### src/rtl/ffprof_pkg.sv
package ffprof_pkg;

    localparam int OCC_CLASSES = 4;

    // Class code of one flip-flop: {data, output}
    typedef enum logic [1:0] {
        OCC_LOW_LOW   = 2'b00,
        OCC_LOW_HIGH  = 2'b01,
        OCC_HIGH_LOW  = 2'b10,
        OCC_HIGH_HIGH = 2'b11
    } occ_code_e;

    // Per-cycle window control decoded from the host pulses
    typedef struct packed {
        logic clear;
        logic sample;
        logic go;
    } win_ctrl_t;

    function automatic occ_code_e occ_encode(input logic d, input logic q);
        return occ_code_e'({d, q});
    endfunction

endpackage

### src/rtl/ffprof_classify.sv
module ffprof_classify
    import ffprof_pkg::*;
#(
    parameter int N_FF = 16,
    parameter int PC_W = 5
) (
    input  logic [N_FF-1:0]             d_i,
    input  logic [N_FF-1:0]             q_i,
    output logic [OCC_CLASSES*PC_W-1:0] pop_o
);

    for (genvar k = 0; k < OCC_CLASSES; k++) begin : g_cls
        logic [PC_W-1:0] cnt;
        always_comb begin
            cnt = '0;
            for (int i = 0; i < N_FF; i++) begin
                logic [1:0] code;
                code = occ_encode(d_i[i], q_i[i]);
                if (code == 2'(k)) cnt = cnt + PC_W'(1);
            end
        end
        assign pop_o[k*PC_W +: PC_W] = cnt;
    end

endmodule

### src/rtl/ffprof_counters.sv
module ffprof_counters
    import ffprof_pkg::*;
#(
    parameter int N_FF  = 16,
    parameter int CNT_W = 32,
    parameter int PC_W  = 5
) (
    input  logic                         clk,
    input  logic                         rst,
    input  logic                         clear_i,
    input  logic                         sample_i,
    input  logic [OCC_CLASSES*PC_W-1:0]  pop_i,
    output logic [OCC_CLASSES*CNT_W-1:0] occ_cnt_o,
    output logic [CNT_W-1:0]             total_o
);

    localparam int LANES = OCC_CLASSES + 1;
    localparam logic [CNT_W:0] SAT_MAX = {1'b0, {CNT_W{1'b1}}};

    logic [LANES-1:0][CNT_W-1:0] lane_q;

    for (genvar k = 0; k < LANES; k++) begin : g_lane
        logic [CNT_W:0] inc;
        logic [CNT_W:0] sum;

        if (k < OCC_CLASSES) begin : g_occ
            assign inc = (CNT_W+1)'(pop_i[k*PC_W +: PC_W]);
        end else begin : g_tot
            assign inc = (CNT_W+1)'(N_FF);
        end

        assign sum = {1'b0, lane_q[k]} + inc;

        always_ff @(posedge clk) begin
            if (rst || clear_i) begin
                lane_q[k] <= '0;
            end else if (sample_i) begin
                lane_q[k] <= (sum > SAT_MAX) ? SAT_MAX[CNT_W-1:0] : sum[CNT_W-1:0];
            end
        end

        if (k < OCC_CLASSES) begin : g_out
            assign occ_cnt_o[k*CNT_W +: CNT_W] = lane_q[k];
        end
    end

    assign total_o = lane_q[OCC_CLASSES];

endmodule

### src/rtl/ffprof_mac.sv
module ffprof_mac
    import ffprof_pkg::*;
#(
    parameter int CNT_W = 32,
    parameter int WGT_W = 16,
    parameter int ACC_W = 64
) (
    input  logic                         clk,
    input  logic                         rst,
    input  logic                         abort_i,
    input  logic                         go_i,
    input  logic [OCC_CLASSES*WGT_W-1:0] weights_i,
    input  logic [OCC_CLASSES*CNT_W-1:0] occ_cnt_i,
    output logic                         busy_o,
    output logic                         done_o,
    output logic [ACC_W-1:0]             result_o
);

    localparam int IDX_W = $clog2(OCC_CLASSES);
    localparam logic [IDX_W-1:0] LAST_IDX = IDX_W'(OCC_CLASSES - 1);

    logic [OCC_CLASSES*WGT_W-1:0] wgt_q;
    logic [IDX_W-1:0]             idx_q;
    logic [ACC_W-1:0]             acc_q;
    logic [CNT_W-1:0]             cnt_sel;
    logic [WGT_W-1:0]             wgt_sel;
    logic [ACC_W-1:0]             term;

    assign cnt_sel = occ_cnt_i[idx_q*CNT_W +: CNT_W];
    assign wgt_sel = wgt_q[idx_q*WGT_W +: WGT_W];
    assign term    = ACC_W'(cnt_sel) * ACC_W'(wgt_sel);

    always_ff @(posedge clk) begin
        if (rst || abort_i) begin
            wgt_q    <= '0;
            idx_q    <= '0;
            acc_q    <= '0;
            busy_o   <= 1'b0;
            done_o   <= 1'b0;
            result_o <= '0;
        end else begin
            done_o <= 1'b0;
            if (go_i) begin
                wgt_q  <= weights_i;
                idx_q  <= '0;
                acc_q  <= '0;
                busy_o <= 1'b1;
            end else if (busy_o) begin
                acc_q <= acc_q + term;
                idx_q <= idx_q + IDX_W'(1);
                if (idx_q == LAST_IDX) begin
                    busy_o   <= 1'b0;
                    done_o   <= 1'b1;
                    result_o <= acc_q + term;
                end
            end
        end
    end

endmodule

### src/rtl/ffprof_top.sv
module ffprof_top
    import ffprof_pkg::*;
#(
    parameter int N_FF  = 16,
    parameter int CNT_W = 32,
    parameter int WGT_W = 16,
    parameter int ACC_W = 64
) (
    input  logic                         clk,
    input  logic                         rst,
    input  logic                         start_i,
    input  logic                         stop_i,
    input  logic [N_FF-1:0]              ff_d_i,
    input  logic [N_FF-1:0]              ff_q_i,
    input  logic [OCC_CLASSES*WGT_W-1:0] weights_i,
    output logic                         window_open_o,
    output logic                         busy_o,
    output logic                         done_o,
    output logic [OCC_CLASSES*CNT_W-1:0] occ_cnt_o,
    output logic [CNT_W-1:0]             total_o,
    output logic [ACC_W-1:0]             result_o
);

    localparam int PC_W = $clog2(N_FF + 1);

    win_ctrl_t                    ctrl;
    logic [OCC_CLASSES*PC_W-1:0]  pop;

    always_comb begin
        ctrl.clear  = start_i;
        ctrl.sample = window_open_o && !start_i && !stop_i;
        ctrl.go     = window_open_o && stop_i && !start_i;
    end

    always_ff @(posedge clk) begin
        if (rst) begin
            window_open_o <= 1'b0;
        end else if (start_i) begin
            window_open_o <= 1'b1;
        end else if (stop_i) begin
            window_open_o <= 1'b0;
        end
    end

    ffprof_classify #(
        .N_FF (N_FF),
        .PC_W (PC_W)
    ) u_classify (
        .d_i   (ff_d_i),
        .q_i   (ff_q_i),
        .pop_o (pop)
    );

    ffprof_counters #(
        .N_FF  (N_FF),
        .CNT_W (CNT_W),
        .PC_W  (PC_W)
    ) u_counters (
        .clk       (clk),
        .rst       (rst),
        .clear_i   (ctrl.clear),
        .sample_i  (ctrl.sample),
        .pop_i     (pop),
        .occ_cnt_o (occ_cnt_o),
        .total_o   (total_o)
    );

    ffprof_mac #(
        .CNT_W (CNT_W),
        .WGT_W (WGT_W),
        .ACC_W (ACC_W)
    ) u_mac (
        .clk       (clk),
        .rst       (rst),
        .abort_i   (ctrl.clear),
        .go_i      (ctrl.go),
        .weights_i (weights_i),
        .occ_cnt_i (occ_cnt_o),
        .busy_o    (busy_o),
        .done_o    (done_o),
        .result_o  (result_o)
    );

endmodule

### config.mk
export PLATFORM = sky130hd
export DESIGN_NAME = ffprof_top
export DESIGN_NICKNAME = d
export VERILOG_FILES = /design/src/rtl/ffprof_pkg.sv /design/src/rtl/ffprof_classify.sv /design/src/rtl/ffprof_counters.sv /design/src/rtl/ffprof_mac.sv /design/src/rtl/ffprof_top.sv
export SDC_FILE = /design/constraint.sdc
export NUM_CORES = 2
export LEC_CHECK = 0
export ABC_AREA = 1
export BUFFER_PORTS_ARGS = -buffer_cell sky130_fd_sc_hd__buf_2
export CORE_UTILIZATION = 56
export DETAILED_ROUTE_END_ITERATION = 7
export PLACE_DENSITY_LB_ADDON = 0.15
export SLEW_MARGIN = 20
export SYNTH_ARGS = -nofsm -noshare
export SYNTH_HDL_FRONTEND = slang
export SYNTH_HIERARCHICAL = 1
export SYNTH_SLANG_ARGS = --single-unit
### constraint.sdc
create_clock -name clk -period 7.98 [get_ports clk]
set_input_delay 0 -clock clk [delete_from_list [all_inputs] [get_ports clk]]
set_output_delay 0 -clock clk [all_outputs]
set_load 0.02 [all_outputs]
==> metrics <==
status finished, final reports clean; drt pass-1 iters 6; CTS tree built; die area 84540 sq um; Rows 105; Fmax around 0.13 GHz; most frequent cells in the layout 1934 x nand2_1, 1478 x inv_1, 694 x nor2_1, 466 x fa_1, 394 x buf_4; global-route layer with the greatest usage met2; Worst path max stage delay about 0.57 ns; GRT met3 Usage 0.05797; share of layout cells above drive strength 1 0.1679; CP Max Fanout between 40 and 50; Peak VDD IR between 100 and 150 uV; CTS Root Cell clkbuf_16; DRT iter0 DRCs about 4400; period utilisation layout 0.9584; Worst Hold Class primary input to register; Clock Path Buffers 3; WS Path Type register to register; first-pass GRT wire length 252.5 mm; Main synth FF type dfxtp_1; worst path required time around 8.5 ns; DR vias/cell roughly 5.4; Chip Height around 290 microns; grt ovf 0; asr flop ratio synth 0; initial core utilization 0.5678; Crit Reg-Reg Endpoint u_mac/result_o[56]$_SDFFE_PP0P_; # setup viols final 0; CP Launch Point u_mac/idx_q[0]$_SDFFE_PP0P_; FF+latch count, synth 354; crit path DAT between 8 and 9 ns; initial antenna violation count 7; Ys Warns 6; Slew @ Worst Pin between 1 and 1.5 ns; Fin. Hold Viols 0; power per cell area 99.67 nW/um^2; Worst-path clk slew 0.06 ns; Syn Nets approximately 8000; overall routing resource usage 0.3784; Reg2Reg Depth 27; largest net degree at the start of global routing ~240; met1 Use GR 0.5077; DRC viols 0; TNS Setup 0 ns; RR Startpoint u_mac/idx_q[0]$_SDFFE_PP0P_; HP Start start_i; Routed Antenna Nets 0; area grow syn2layout 17.84%; vias in the first global route between 40000 and 50000; Boundary Pins roughly 330; Distinct cells, synth 57; placed cell areas 51520 sq um; final wirelength 162.7 mm; Port Buffers roughly 330; RD Place Congestion 1.029; half-perimeter wire length after placement 128.4 mm; Placeable Area just over 80000 sq um; min cycle time layout 7.648 ns; Final nets around 8600; commonest non-fill, non-tap cell in the layout nand2_1; vias between 40000 and 50000; Num CTS Buffers 44; post-synthesis sequential area ratio 0.1518; Layout Cell Area excl Fill 55030 sq um; syn_area_per_cell about 6.5 sq um; Crit. End Element register; clk_skew 0.02386 ns; CP Capture Point u_mac/result_o[56]$_SDFFE_PP0P_; wire per inst roughly 18 microns; most frequent CP cell nand2_1; # H-tree levels 2; clk sink count between 300 and 400; GR Layer Usage met2 0.5922; number of synthesized flops with an enable pin 0; Leak roughly 29 nW; Die W 290.8 microns; Max-Cap Viols 0; Syn Inst Count slightly above 7000; slowest CP cell fa_1; CP Launch Type register; clock latency on the worst-skew pair roughly 0.60 ns; Slew headroom 0.3021; max-slew violation count 0; Worst Hold Depth 4; flop2flop setup slack 0.33 ns; Syn Std Cell Area between 40000 and 50000 sq um
-- cell usage after synthesis, drive strengths merged (67+ instances only) --
| master | number | area share |
|---|---|---|
| a31oi | 83 | 0.011 |
| nand2 | 2067 | 0.17 |
| inv | 1543 | 0.12 |
| fa | 470 | 0.20 |
| nor3 | 69 | 0.0085 |
| nor2 | 753 | 0.064 |
| nand4 | 67 | 0.0091 |
| o21ai | 277 | 0.032 |
| a21oi | 255 | 0.027 |
| nand3 | 419 | 0.047 |
| xor2 | 117 | 0.022 |
| ha | 209 | 0.056 |
| dfxtp | 354 | 0.15 |
| clkbuf | 100 | 0.0081 |
| buf | 122 | 0.019 |
-- repair_timing --
action	CTS	global route
setup endpoints to repair	128	128
hold endpoints to repair	73	0
resized for setup	32	256
buffers inserted	16	27
hold buffers	66	0
pin swaps	36	161
gates cloned	1	3
-- cell families after synthesis --
kind of cell / share of synthesized area
buffers and inverters: 0.1513
flip-flops: 0.1518
XOR/XNOR: 0.03001
AND/OR/NAND/NOR: 0.3111
AO/OA/AOI/OAI: 0.09834
adder cells (fa/ha/maj): 0.2575
-- final cells by class --
class / count / area (sq um)
multi-input combinational: 5028 / 33550
fill: 7490 / 27210
sequential: 354 / 7092
inverter: 1546 / 5814
timing repair buffer: 814 / 5724
tap: 1070 / 1339
clock buffer: 63 / 1275
clock inverter: 15 / 224.0
antenna: 2 / 5.005
-- metrics by stage --
step                      setup slack (ns)  power (mW)  hold slack, ns    util  std cells
after CTS                       0.00009148       5.340         0.01734  0.6555       8861
after detailed placement           -0.9100       3.164          0.2373  0.6265       8700
final                               0.3318       5.485        0.002177  0.6691       8892
after floorplan                   -0.01416       2.658         0.07238       -       7150
after global placement             -0.7105       3.135          0.2375  0.6265       8700
after global routing               -0.1497       5.738         0.02103  0.6691       8891
-- state kept, by name, summed over array words and instances, names as in the netlist --
register,cells
u_mac/done_o,1
window_open_o,1
u_mac/idx_q,2
u_mac/wgt_q,64
u_mac/result_o,64
u_counters/total_o,29
u_mac/acc_q,64
u_counters/occ_cnt_o,128
u_mac/busy_o,1
-- critical path: cells and delay by family, from the launching register on --
kind | cells | cell delay [ns]
adder cells (fa/ha/maj) | 7 | 3.63
AND/OR/NAND/NOR | 11 | 1.46
flip-flops | 1 | 0.36
buffers and inverters | 7 | 1.14
AO/OA/AOI/OAI | 2 | 0.94
-- worst min path at each step --
stage                                         endpoint  slack [ns]
finish                  u_mac/result_o[2]$_SDFFE_PP0P_       0.002
global route            u_mac/result_o[3]$_SDFFE_PP0P_        0.02
CTS                 u_counters/total_o[2]$_SDFFE_PP0P_        0.02
detailed placement          window_open_o$_SDFFE_PP0P_        0.24
global placement            window_open_o$_SDFFE_PP0P_        0.24
floorplan                   window_open_o$_SDFFE_PP0P_        0.07
-- report_power, final --
part           switching [mW]  internal, mW  total (mW)
Combinational           0.890         0.646        1.54
Sequential             0.0289          1.79        1.81
Clock                   0.863          1.27        2.13
Total                    1.78          3.70        5.48
-- per-layer routing --
| metal | vias up | wire length (microns) |
|---|---|---|
| li1 | 23022 | - |
| met1 | 22393 | 67090 |
| met2 | 2125 | 71470 |
| met3 | 408 | 14630 |
| met4 | 10 | 9430 |
| met5 | - | 59 |
Power figures use the tool's default switching activity.
